### src/rtl/vecSatAlu_pkg.sv
package vecSatAlu_pkg;

  typedef enum logic [1:0] {
    EW8  = 2'd0,
    EW16 = 2'd1,
    EW32 = 2'd2,
    EW64 = 2'd3
  } elemWidth_t;

  typedef struct packed {
    logic load;
    logic wrEn;
  } ctrlStrobes_t;

endpackage

### src/rtl/vecSatAlu_ctrl.sv
module vecSatAlu_ctrl
  import vecSatAlu_pkg::*;
#(
  parameter int MAX_VL = 8,
  localparam int VLW = $clog2(MAX_VL + 1),
  localparam int IDXW = (MAX_VL > 1) ? $clog2(MAX_VL) : 1
) (
  input  logic           clk,
  input  logic           rstN,
  input  logic           start,
  input  logic [VLW-1:0] vl,
  input  logic           satEn,
  input  logic           ovEn,
  output ctrlStrobes_t   strobes,
  output logic [IDXW-1:0] elemIdx,
  output logic           busy,
  output logic           done,
  output logic           illegal
);

  typedef enum logic {ST_IDLE, ST_RUN} ctrlState_t;

  ctrlState_t      state;
  logic [IDXW-1:0] lastIdx;
  logic [VLW-1:0]  vlEff;
  logic            launch;
  logic            badCombo;

  always_comb begin
    vlEff    = (vl > VLW'(MAX_VL)) ? VLW'(MAX_VL) : vl;
    launch   = start && (state == ST_IDLE);
    badCombo = satEn && ovEn;
    strobes.load = launch;
    strobes.wrEn = (state == ST_RUN);
  end

  assign busy = (state == ST_RUN);

  always_ff @(posedge clk) begin
    if (!rstN) begin
      state   <= ST_IDLE;
      elemIdx <= '0;
      lastIdx <= '0;
      done    <= 1'b0;
      illegal <= 1'b0;
    end else begin
      done    <= 1'b0;
      illegal <= 1'b0;
      case (state)
        ST_IDLE: begin
          if (launch) begin
            elemIdx <= '0;
            if (badCombo) begin
              illegal <= 1'b1;
              done    <= 1'b1;
            end else if (vlEff == '0) begin
              done <= 1'b1;
            end else begin
              lastIdx <= IDXW'(vlEff - 1'b1);
              state   <= ST_RUN;
            end
          end
        end
        ST_RUN: begin
          if (elemIdx == lastIdx) begin
            done  <= 1'b1;
            state <= ST_IDLE;
          end else begin
            elemIdx <= elemIdx + 1'b1;
          end
        end
        default: state <= ST_IDLE;
      endcase
    end
  end

endmodule

### src/rtl/vecSatAlu_dp.sv
module vecSatAlu_dp
  import vecSatAlu_pkg::*;
#(
  parameter int MAX_VL = 8,
  localparam int PACKW = MAX_VL * 64,
  localparam int IDXW = (MAX_VL > 1) ? $clog2(MAX_VL) : 1
) (
  input  logic             clk,
  input  logic             rstN,
  input  ctrlStrobes_t     strobes,
  input  logic [IDXW-1:0]  elemIdx,
  input  logic [PACKW-1:0] srcA,
  input  logic [PACKW-1:0] srcB,
  input  logic [1:0]       srcWidth,
  input  logic [1:0]       dstWidth,
  input  logic             isSigned,
  input  logic             opSub,
  input  logic             satEn,
  input  logic             recEn,
  output logic [PACKW-1:0] dstVec,
  output logic [MAX_VL-1:0] ovFlags
);

  // Configuration and operands captured at launch
  logic [PACKW-1:0] opA, opB;
  elemWidth_t       srcQ, dstQ;
  logic             sgnQ, subQ, satQ, recQ;

  // Per-element arithmetic
  logic signed [65:0] wideA, wideB, exact;
  logic signed [65:0] hiLim, loLim;
  logic               aboveHi, belowLo, clampHit;
  logic [63:0]        resElem;

  function automatic logic [63:0] pickElem(input logic [PACKW-1:0] vec,
                                           input logic [IDXW-1:0] idx,
                                           input elemWidth_t w);
    logic [63:0] r;
    r = '0;
    case (w)
      EW8:  r[7:0]  = vec[idx*8 +: 8];
      EW16: r[15:0] = vec[idx*16 +: 16];
      EW32: r[31:0] = vec[idx*32 +: 32];
      default: r    = vec[idx*64 +: 64];
    endcase
    return r;
  endfunction

  function automatic logic signed [65:0] widen(input logic [63:0] raw,
                                               input elemWidth_t w,
                                               input logic sgn);
    logic [63:0] m;
    case (w)
      EW8:  m = {{56{sgn & raw[7]}},  raw[7:0]};
      EW16: m = {{48{sgn & raw[15]}}, raw[15:0]};
      EW32: m = {{32{sgn & raw[31]}}, raw[31:0]};
      default: m = raw;
    endcase
    return $signed({{2{sgn & m[63]}}, m});
  endfunction

  always_comb begin
    wideA = widen(pickElem(opA, elemIdx, srcQ), srcQ, sgnQ);
    wideB = widen(pickElem(opB, elemIdx, srcQ), srcQ, sgnQ);
    // 66 bits hold any sum or difference of two 64-bit operands exactly
    exact = subQ ? (wideA - wideB) : (wideA + wideB);

    case (dstQ)
      EW8: begin
        hiLim = sgnQ ? 66'sd127 : 66'sd255;
        loLim = sgnQ ? -66'sd128 : 66'sd0;
      end
      EW16: begin
        hiLim = sgnQ ? 66'sd32767 : 66'sd65535;
        loLim = sgnQ ? -66'sd32768 : 66'sd0;
      end
      EW32: begin
        hiLim = sgnQ ? 66'sd2147483647 : 66'sd4294967295;
        loLim = sgnQ ? -66'sd2147483648 : 66'sd0;
      end
      default: begin
        hiLim = sgnQ ? 66'sh0_7FFF_FFFF_FFFF_FFFF : 66'sh0_FFFF_FFFF_FFFF_FFFF;
        loLim = sgnQ ? -66'sh0_8000_0000_0000_0000 : 66'sd0;
      end
    endcase

    aboveHi  = exact > hiLim;
    belowLo  = exact < loLim;
    clampHit = satQ && (aboveHi || belowLo);

    if (satQ && aboveHi)      resElem = hiLim[63:0];
    else if (satQ && belowLo) resElem = loLim[63:0];
    else                      resElem = exact[63:0];
  end

  always_ff @(posedge clk) begin
    if (!rstN) begin
      opA  <= '0;
      opB  <= '0;
      srcQ <= EW8;
      dstQ <= EW8;
      sgnQ <= 1'b0;
      subQ <= 1'b0;
      satQ <= 1'b0;
      recQ <= 1'b0;
    end else if (strobes.load) begin
      opA  <= srcA;
      opB  <= srcB;
      srcQ <= elemWidth_t'(srcWidth);
      dstQ <= elemWidth_t'(dstWidth);
      sgnQ <= isSigned;
      subQ <= opSub;
      satQ <= satEn;
      recQ <= recEn;
    end
  end

  always_ff @(posedge clk) begin
    if (!rstN) begin
      dstVec  <= '0;
      ovFlags <= '0;
    end else if (strobes.load) begin
      ovFlags <= '0;
    end else if (strobes.wrEn) begin
      ovFlags[elemIdx] <= recQ & clampHit;
      case (dstQ)
        EW8:  dstVec[elemIdx*8 +: 8]   <= resElem[7:0];
        EW16: dstVec[elemIdx*16 +: 16] <= resElem[15:0];
        EW32: dstVec[elemIdx*32 +: 32] <= resElem[31:0];
        default: dstVec[elemIdx*64 +: 64] <= resElem;
      endcase
    end
  end

endmodule

### src/rtl/vecSatAlu.sv
module vecSatAlu
  import vecSatAlu_pkg::*;
#(
  parameter int MAX_VL = 8,
  localparam int VLW = $clog2(MAX_VL + 1),
  localparam int PACKW = MAX_VL * 64
) (
  input  logic              clk,
  input  logic              rstN,
  input  logic              start,
  input  logic [VLW-1:0]    vl,
  input  logic [1:0]        srcWidth,
  input  logic [1:0]        dstWidth,
  input  logic              isSigned,
  input  logic              opSub,
  input  logic              satEn,
  input  logic              recEn,
  input  logic              ovEn,
  input  logic [PACKW-1:0]  srcA,
  input  logic [PACKW-1:0]  srcB,
  output logic              busy,
  output logic              done,
  output logic              illegal,
  output logic [PACKW-1:0]  dstVec,
  output logic [MAX_VL-1:0] ovFlags
);

  localparam int IDXW = (MAX_VL > 1) ? $clog2(MAX_VL) : 1;

  ctrlStrobes_t    strobes;
  logic [IDXW-1:0] elemIdx;

  vecSatAlu_ctrl #(.MAX_VL(MAX_VL)) u_ctrl (
    .clk     (clk),
    .rstN    (rstN),
    .start   (start),
    .vl      (vl),
    .satEn   (satEn),
    .ovEn    (ovEn),
    .strobes (strobes),
    .elemIdx (elemIdx),
    .busy    (busy),
    .done    (done),
    .illegal (illegal)
  );

  vecSatAlu_dp #(.MAX_VL(MAX_VL)) u_dp (
    .clk      (clk),
    .rstN     (rstN),
    .strobes  (strobes),
    .elemIdx  (elemIdx),
    .srcA     (srcA),
    .srcB     (srcB),
    .srcWidth (srcWidth),
    .dstWidth (dstWidth),
    .isSigned (isSigned),
    .opSub    (opSub),
    .satEn    (satEn),
    .recEn    (recEn),
    .dstVec   (dstVec),
    .ovFlags  (ovFlags)
  );

endmodule

### config.mk
export PLATFORM = sky130hd
export DESIGN_NAME = vecSatAlu
export DESIGN_NICKNAME = d
export VERILOG_FILES = /design/src/rtl/vecSatAlu_pkg.sv /design/src/rtl/vecSatAlu_ctrl.sv /design/src/rtl/vecSatAlu_dp.sv /design/src/rtl/vecSatAlu.sv
export SDC_FILE = /design/constraint.sdc
export NUM_CORES = 2
export LEC_CHECK = 0
export ABC_AREA = 0
export BUFFER_PORTS_ARGS = -buffer_cell sky130_fd_sc_hd__buf_2
export CORE_AREA = 2 2 614 616
export DETAILED_ROUTE_END_ITERATION = 12
export DIE_AREA = 0 0 616 618
export HOLD_SLACK_MARGIN = 0.12
export PLACE_DENSITY = 0.43
export SLEW_MARGIN = 40
export SYNTH_ARGS = -nofsm -noshare
export SYNTH_HDL_FRONTEND = slang
export SYNTH_SLANG_ARGS = --single-unit
### constraint.sdc
create_clock -name clk -period 25.7 [get_ports clk]
set_clock_uncertainty 0.05 [all_clocks]
set_input_delay 5.14 -clock clk [delete_from_list [all_inputs] [get_ports clk]]
set_output_delay 5.14 -clock clk [all_outputs]
set_load 0.1 [all_outputs]
Word-level counts from Yosys, hierarchy flattened --
Index checks and enable logic that the tools add are counted.
Word-level totals: register bits after elaboration 1561, latch bits 0, memory bits (writable) 0, ROM bits 0, bits of input ports 1040, output and inout port bits 523, logic and storage cells 125, memories kept 0
Operators by class: $add $sub $neg 8, multipliers 0, divide/modulo/power cells 0, $lt $le $gt $ge 5, eq/ne operators 7, shifts and indexed selects 16, multiplexer cells 44, bitwise operators 14, reduce and logical (&&, ||, !) cells 16
Operators by type and width (count):
- $bwmux 512 | 4
- $pmux 512 s3 | 1
- $shiftx 512x10->64 | 2
- $shiftx 512x7->8 | 2
- $shiftx 512x8->16 | 2
- $shiftx 512x9->32 | 2
- $shift 16x34->512 const A | 1
- $shift 32x34->512 const A | 1
- $shift 64x34->512 const A | 1
- $shift 8x34->512 const A | 1
- $shiftx 16x34->512 | 1
- $shiftx 32x34->512 | 1
- $shiftx 64x34->512 | 1
- $shiftx 8x34->512 | 1
- $pmux 66 s3 | 2
- $pmux 64 s3 | 2
- $mux 66 | 5
- $mux 64 | 3
- $pmux 8 s3 | 4
- $add 65x65->66 | 1
- $gt 66x66->1 | 1
- $lt 66x66->1 | 1
- $sub 65x65->66 | 1
- $pmux 16 s2 | 2
- 34 further kinds | 67

Longest topological paths before layout --
word-level depth 15, depth in mapped cells 49

Modules after synthesis --
From an unflattened synthesis, not the netlist that was laid out.
Second synthesis, totals: cells, all modules 9011, area, all modules 84776.3 um^2
Modules (own cells, without submodules):
- vecSatAlu_dp | times used 1, cells each 8955, area an instance 84270.8 um^2, seq. area each 31069.8 um^2
- vecSatAlu_ctrl | times used 1, cells each 56, area an instance 505.5 um^2, seq. area each 180.2 um^2

Worst setup path after synthesis --
No wires, ideal clock.
kind reg-to-reg, from register u_ctrl.elemIdx[0], to register u_dp.dstVec[100], data arrival time 10546 ps, data required time 25523 ps, slack 14977 ps, stages on the path, launching flop included 41, buffers on the path 13, cell sequence dfxtp_1 -> buf_6 -> buf_6 -> buf_6 -> buf_6 -> buf_6 -> buf_6 -> buf_2 -> buf_2 -> clkbuf_1 -> clkbuf_1 -> buf_1 -> buf_1 -> mux4_2 -> nand2_1 -> a31oi_1 -> ha_1 -> nand2_1 -> [... 5 more ...] -> o31a_1 -> o21ai_0 -> a31oi_1 -> xnor2_1 -> ha_1 -> a21o_1 -> a21o_1 -> a21oi_1 -> o211ai_1 -> a2111oi_0 -> o31ai_1 -> o21a_1 -> o21ai_1 -> o31ai_4 -> buf_6 -> o221a_2 -> a222oi_1 -> nor2_1
On the way: word-level cells in the longest chain between the ends 14
Ends and longest elaborated chain:
- from (decl) | line vecSatAlu_ctrl.sv:15 | output logic [IDXW-1:0] elemIdx,
- from (signal assigned) | line vecSatAlu_ctrl.sv:69 | elemIdx <= elemIdx + 1'b1;
- $shiftx 512x10->64 (tied with other cells) | line vecSatAlu_dp.sv:44 | default: r = vec[idx*64 +: 64];
- $pmux 8 s3 / $pmux 16 s2 (equally long branches) | line vecSatAlu_dp.sv:40 | case (w)
- $and 1x1->1, on equally long branches | line vecSatAlu_dp.sv:55, vecSatAlu_dp.sv:54, vecSatAlu_dp.sv:56
- $pmux 64 s3 | line vecSatAlu_dp.sv:53 | case (w)
- $and 1x1->1 | line vecSatAlu_dp.sv:59 | return $signed({{2{sgn & m[63]}}, m});
- $add 65x65->66 / $sub 65x65->66 (equally long branches) | line vecSatAlu_dp.sv:66 | exact = subQ ? (wideA - wideB) : (wideA + wideB);
- $mux 66 | line vecSatAlu_dp.sv:66
- $lt 66x66->1 | line vecSatAlu_dp.sv:88 | belowLo = exact < loLim;
- $logic_and 1x1->1 | line vecSatAlu_dp.sv:92 | else if (satQ && belowLo) resElem = loLim[63:0];
- $mux 64 | line vecSatAlu_dp.sv:92
- $mux 64 | line vecSatAlu_dp.sv:91 | if (satQ && aboveHi) resElem = hiLim[63:0];
- $shiftx 64x34->512 (tied with other cells) | line vecSatAlu_dp.sv:130 | default: dstVec[elemIdx*64 +: 64] <= resElem;
- $bwmux 512, on equally long branches
- $pmux 512 s3 (*) | line vecSatAlu_dp.sv:126 | case (dstQ)
- to (signal, indexed assignment) | line vecSatAlu_dp.sv:127 | EW8: dstVec[elemIdx*8 +: 8] <= resElem[7:0];
- to (signal, indexed assignment) | line vecSatAlu_dp.sv:128 | EW16: dstVec[elemIdx*16 +: 16] <= resElem[15:0];
- to (signal, indexed assignment) | line vecSatAlu_dp.sv:130
- to (decl) | line vecSatAlu_dp.sv:20 | output logic [PACKW-1:0] dstVec,
Mark *: on every way between the ends. The rest lies on a longest branch, timed or not. A chain may end at the register's enable or synchronous reset.

Worst setup path in the final report --
from register u_ctrl.elemIdx[0], to register u_dp.dstVec[42]
Same word-level chain as after synthesis.

==> reports/qor.yml <==
logic_synthesis:
  synthDominantCellAreaShare: 0.378
  seq_area_frac_synth: 0.378
  synth_nets: 11300
  avgSynthCellArea_um2: 8.23
  synth_ff_type: "dfxtp_1"
  yosys.cell_types.count: 102
  ys_ff_latch: 1561
  synth-edff-count: 0
  synth_area_leaders: "dfxtp_1, nand2_1, mux4_2"
  yosysWarnings: 0
  synthesis.area_um2: 82600
  async_reset_ff_frac: 0
  synth_area_leader_cell: "dfxtp_1"
  synthCells: 10000
floorplan:
  die_area_um2: 381000
  num_rows: 225
  start_util: 0.221
  dieHeight_um: 618
  core-area_um2: 374000
  io_pins: 1563
  die_w_um: 616
clock_network:
  cts_tree: "built"
  cts_max_path_buffers: 4
  htree_levels: 4
  cts_buffers: 199
  postCtsHoldBufs: 0
  cts_resized: 0
  clkLatencyLatePin_ns: 0.96
  clkTransAtPathRegs_ns: 0.06
  cts.sinks: 1561
  clock-root-buffer: "clkbuf_16"
  cts_setup_buffers: 0
pwr:
  vdd_drop_max_mv: 0.0806
  power_density_nw_per_um2: 80.3
  total_leakage_power_nw: 40.2
  power_mw: 8.26
critical_path:
  cp_slowest_cell: "mux2i_1"
  r2r_start: "u_ctrl.elemIdx[0]"
  cp-end-kind: "flop"
  required_ns: 26.51
  crit_start: "u_ctrl.elemIdx[0]"
  cpPeakStageDelay_ns: 0.83
  crit_path_max_fanout: 71
  cpMostUsedCell: "buf_4"
  path_class: "reg2reg"
  worst_r2r_path_depth: 35
  cp_data_arrival_time_ns: 14.53
  critPathLaunchType: "flop"
outcome:
  status: "finished clean"
worst_hold_path:
  min-delay-start: "u_dp.recQ"
  hold_path_depth: 2
  worstHoldPathType: "reg2reg"
timing:
  setup_viol: 0
  slew_headroom: 0.343
  worstMarginPinSlew_ns: 0.979
  fmax_mhz: 72.9
  hold_viol: 0
  period_needed_ns: 13.72
  rsz0062_at_grt: "no"
  fin_crit_sh: 0.534
  drv_slew: 0
  fin_setup_tns_ns: 0
global_route:
  grt_pass1_wl_um: 743000
  grt-ovfl-total: 0
  grt_pass1_vias: 81700
  grt_antenna_before_repair: 168
  grt_start_max_net_pins: 191
  grtUsageTotal: 0.283
cells_and_area:
  drive_gt1_frac: 0.236
  synthToLayoutAreaGrowth_pct: 24.5
  postLayoutCellArea_um2: 103000
  fillers: 41000
  nets: 12400
  layout_common_cells: "nand2_1, buf_2, dfxtp_1, a21oi_1, nor2_1"
  layout_commonest_cell: "nand2_1"
detailed_routing:
  viasPerCell: 5.40
  final_antenna_net_count: 0
  drt-total-wl_um: 567000
  wl_per_cell_um: 34.6
  drtIter0Drc: 11100
  vias: 88300
  firstDrtPassIters: 8
  post-route-drc-count: 0
flow_run:
  drv_cap: 0
placement:
  placed_area_um2: 95700
  dpl.hpwl_um: 436000
  gp_congestion: 0.960
  port_buffers: 1562
## cells in the mapped netlist (69+ instances only)
cell type  number
a21oi_1      1430
a221oi_1       81
a22oi_1       305
a31oi_1        84
a32oi_1       102
buf_2          69
clkbuf_1      698
dfxtp_1      1561
ha_1          189
mux2i_1       266
mux4_2        347
nand2_1      2546
nand3_1       108
nor2_1        602
nor3_1         74
o21ai_0       309
o221ai_1       70
o22ai_1        91
## metal layers
| metal | track usage | part of all wire | up-vias |
|---|---|---|---|
| li1 | - | - | 38400 |
| met1 | 0.342 | 0.39 | 43900 |
| met2 | 0.454 | 0.45 | 4783 |
| met3 | 0.0695 | 0.088 | 1082 |
| met4 | 0.167 | 0.069 | 122 |
| met5 | 0 | 0.0014 | - |
## final timing paths
kind	endpoint	slack, ns
min	u_dp.recQ	0.40
max	u_dp.dstVec[42]	11.98
max reg2reg	u_dp.dstVec[42]	11.98
min reg2reg	u_dp.recQ	0.40
## worst max-delay path: cells and delay by family (launching register included)
family                   cells  cell delay [ns]
AO/OA/AOI/OAI               10             2.88
multiplexers                 3             2.00
AND/OR/NAND/NOR             15             4.02
buffers and inverters        5             3.09
flip-flops                   1             0.63
adder cells (fa/ha/maj)      2             0.84
## power breakdown
group,switching [mW],internal (mW)
sequential,0.190,2.55
combinational,1.88,0.635
clock,1.24,1.76
total,3.31,4.95
## layout make-up
class / count / area [um2] / area share
flip-flops and latches: 1561 / 31300 / 0.304
diodes: 60 / 150 / 0.00146
clock buffers: 296 / 5850 / 0.0569
repair buffers: 1788 / 9880 / 0.0961
clock inverters: 57 / 902 / 0.00878
multi-input cells: 7551 / 48300 / 0.470
inverters: 47 / 188 / 0.00183
well taps: 4994 / 6250 / 0.0608
## registers in the layout, indices dropped and copies added (netlist names)
register and count:
u_ctrl.elemIdx 3, u_ctrl.lastIdx 3, u_ctrl.done 1, u_ctrl.illegal 1
u_dp.dstVec 512, u_dp.dstQ 2, u_dp.recQ 1, u_dp.opB 512
u_dp.ovFlags 8, u_dp.subQ 1, u_dp.satQ 1, u_ctrl.busy 1
u_dp.sgnQ 1, u_dp.opA 512, u_dp.srcQ 2
## kinds of logic (layout without fill, tap and decap cells)
logic type | count (synthesis) | count (layout) | share of synthesized area
flip-flops | 1561 | 1561 | 0.378
XOR/XNOR | 98 | 98 | 0.0104
AO/OA/AOI/OAI | 2963 | 2963 | 0.225
multiplexers | 636 | 636 | 0.130
AND/OR/NAND/NOR | 3664 | 3664 | 0.181
buffers and inverters | 918 | 2188 | 0.0460
adder cells (fa/ha/maj) | 190 | 190 | 0.0289
other | 0 | 60 | 0
## per-stage QoR
stage / hold slack (ns) / setup WS, ns / cells / utilization
6_report: 0.401 / 11.98 / 16400 / 0.275
5_1_grt: 0.416 / 11.21 / 16300 / 0.274
4_1_cts: 0.401 / 12.05 / 16300 / 0.274
3_5_place_dp: 0.394 / 12.04 / 15900 / 0.256
3_3_place_gp: 0.386 / 11.98 / 15900 / 0.254
2_1_floorplan: 0.382 / 14.98 / 10000 / -
No activity file was read; power rests on OpenSTA's default activity.
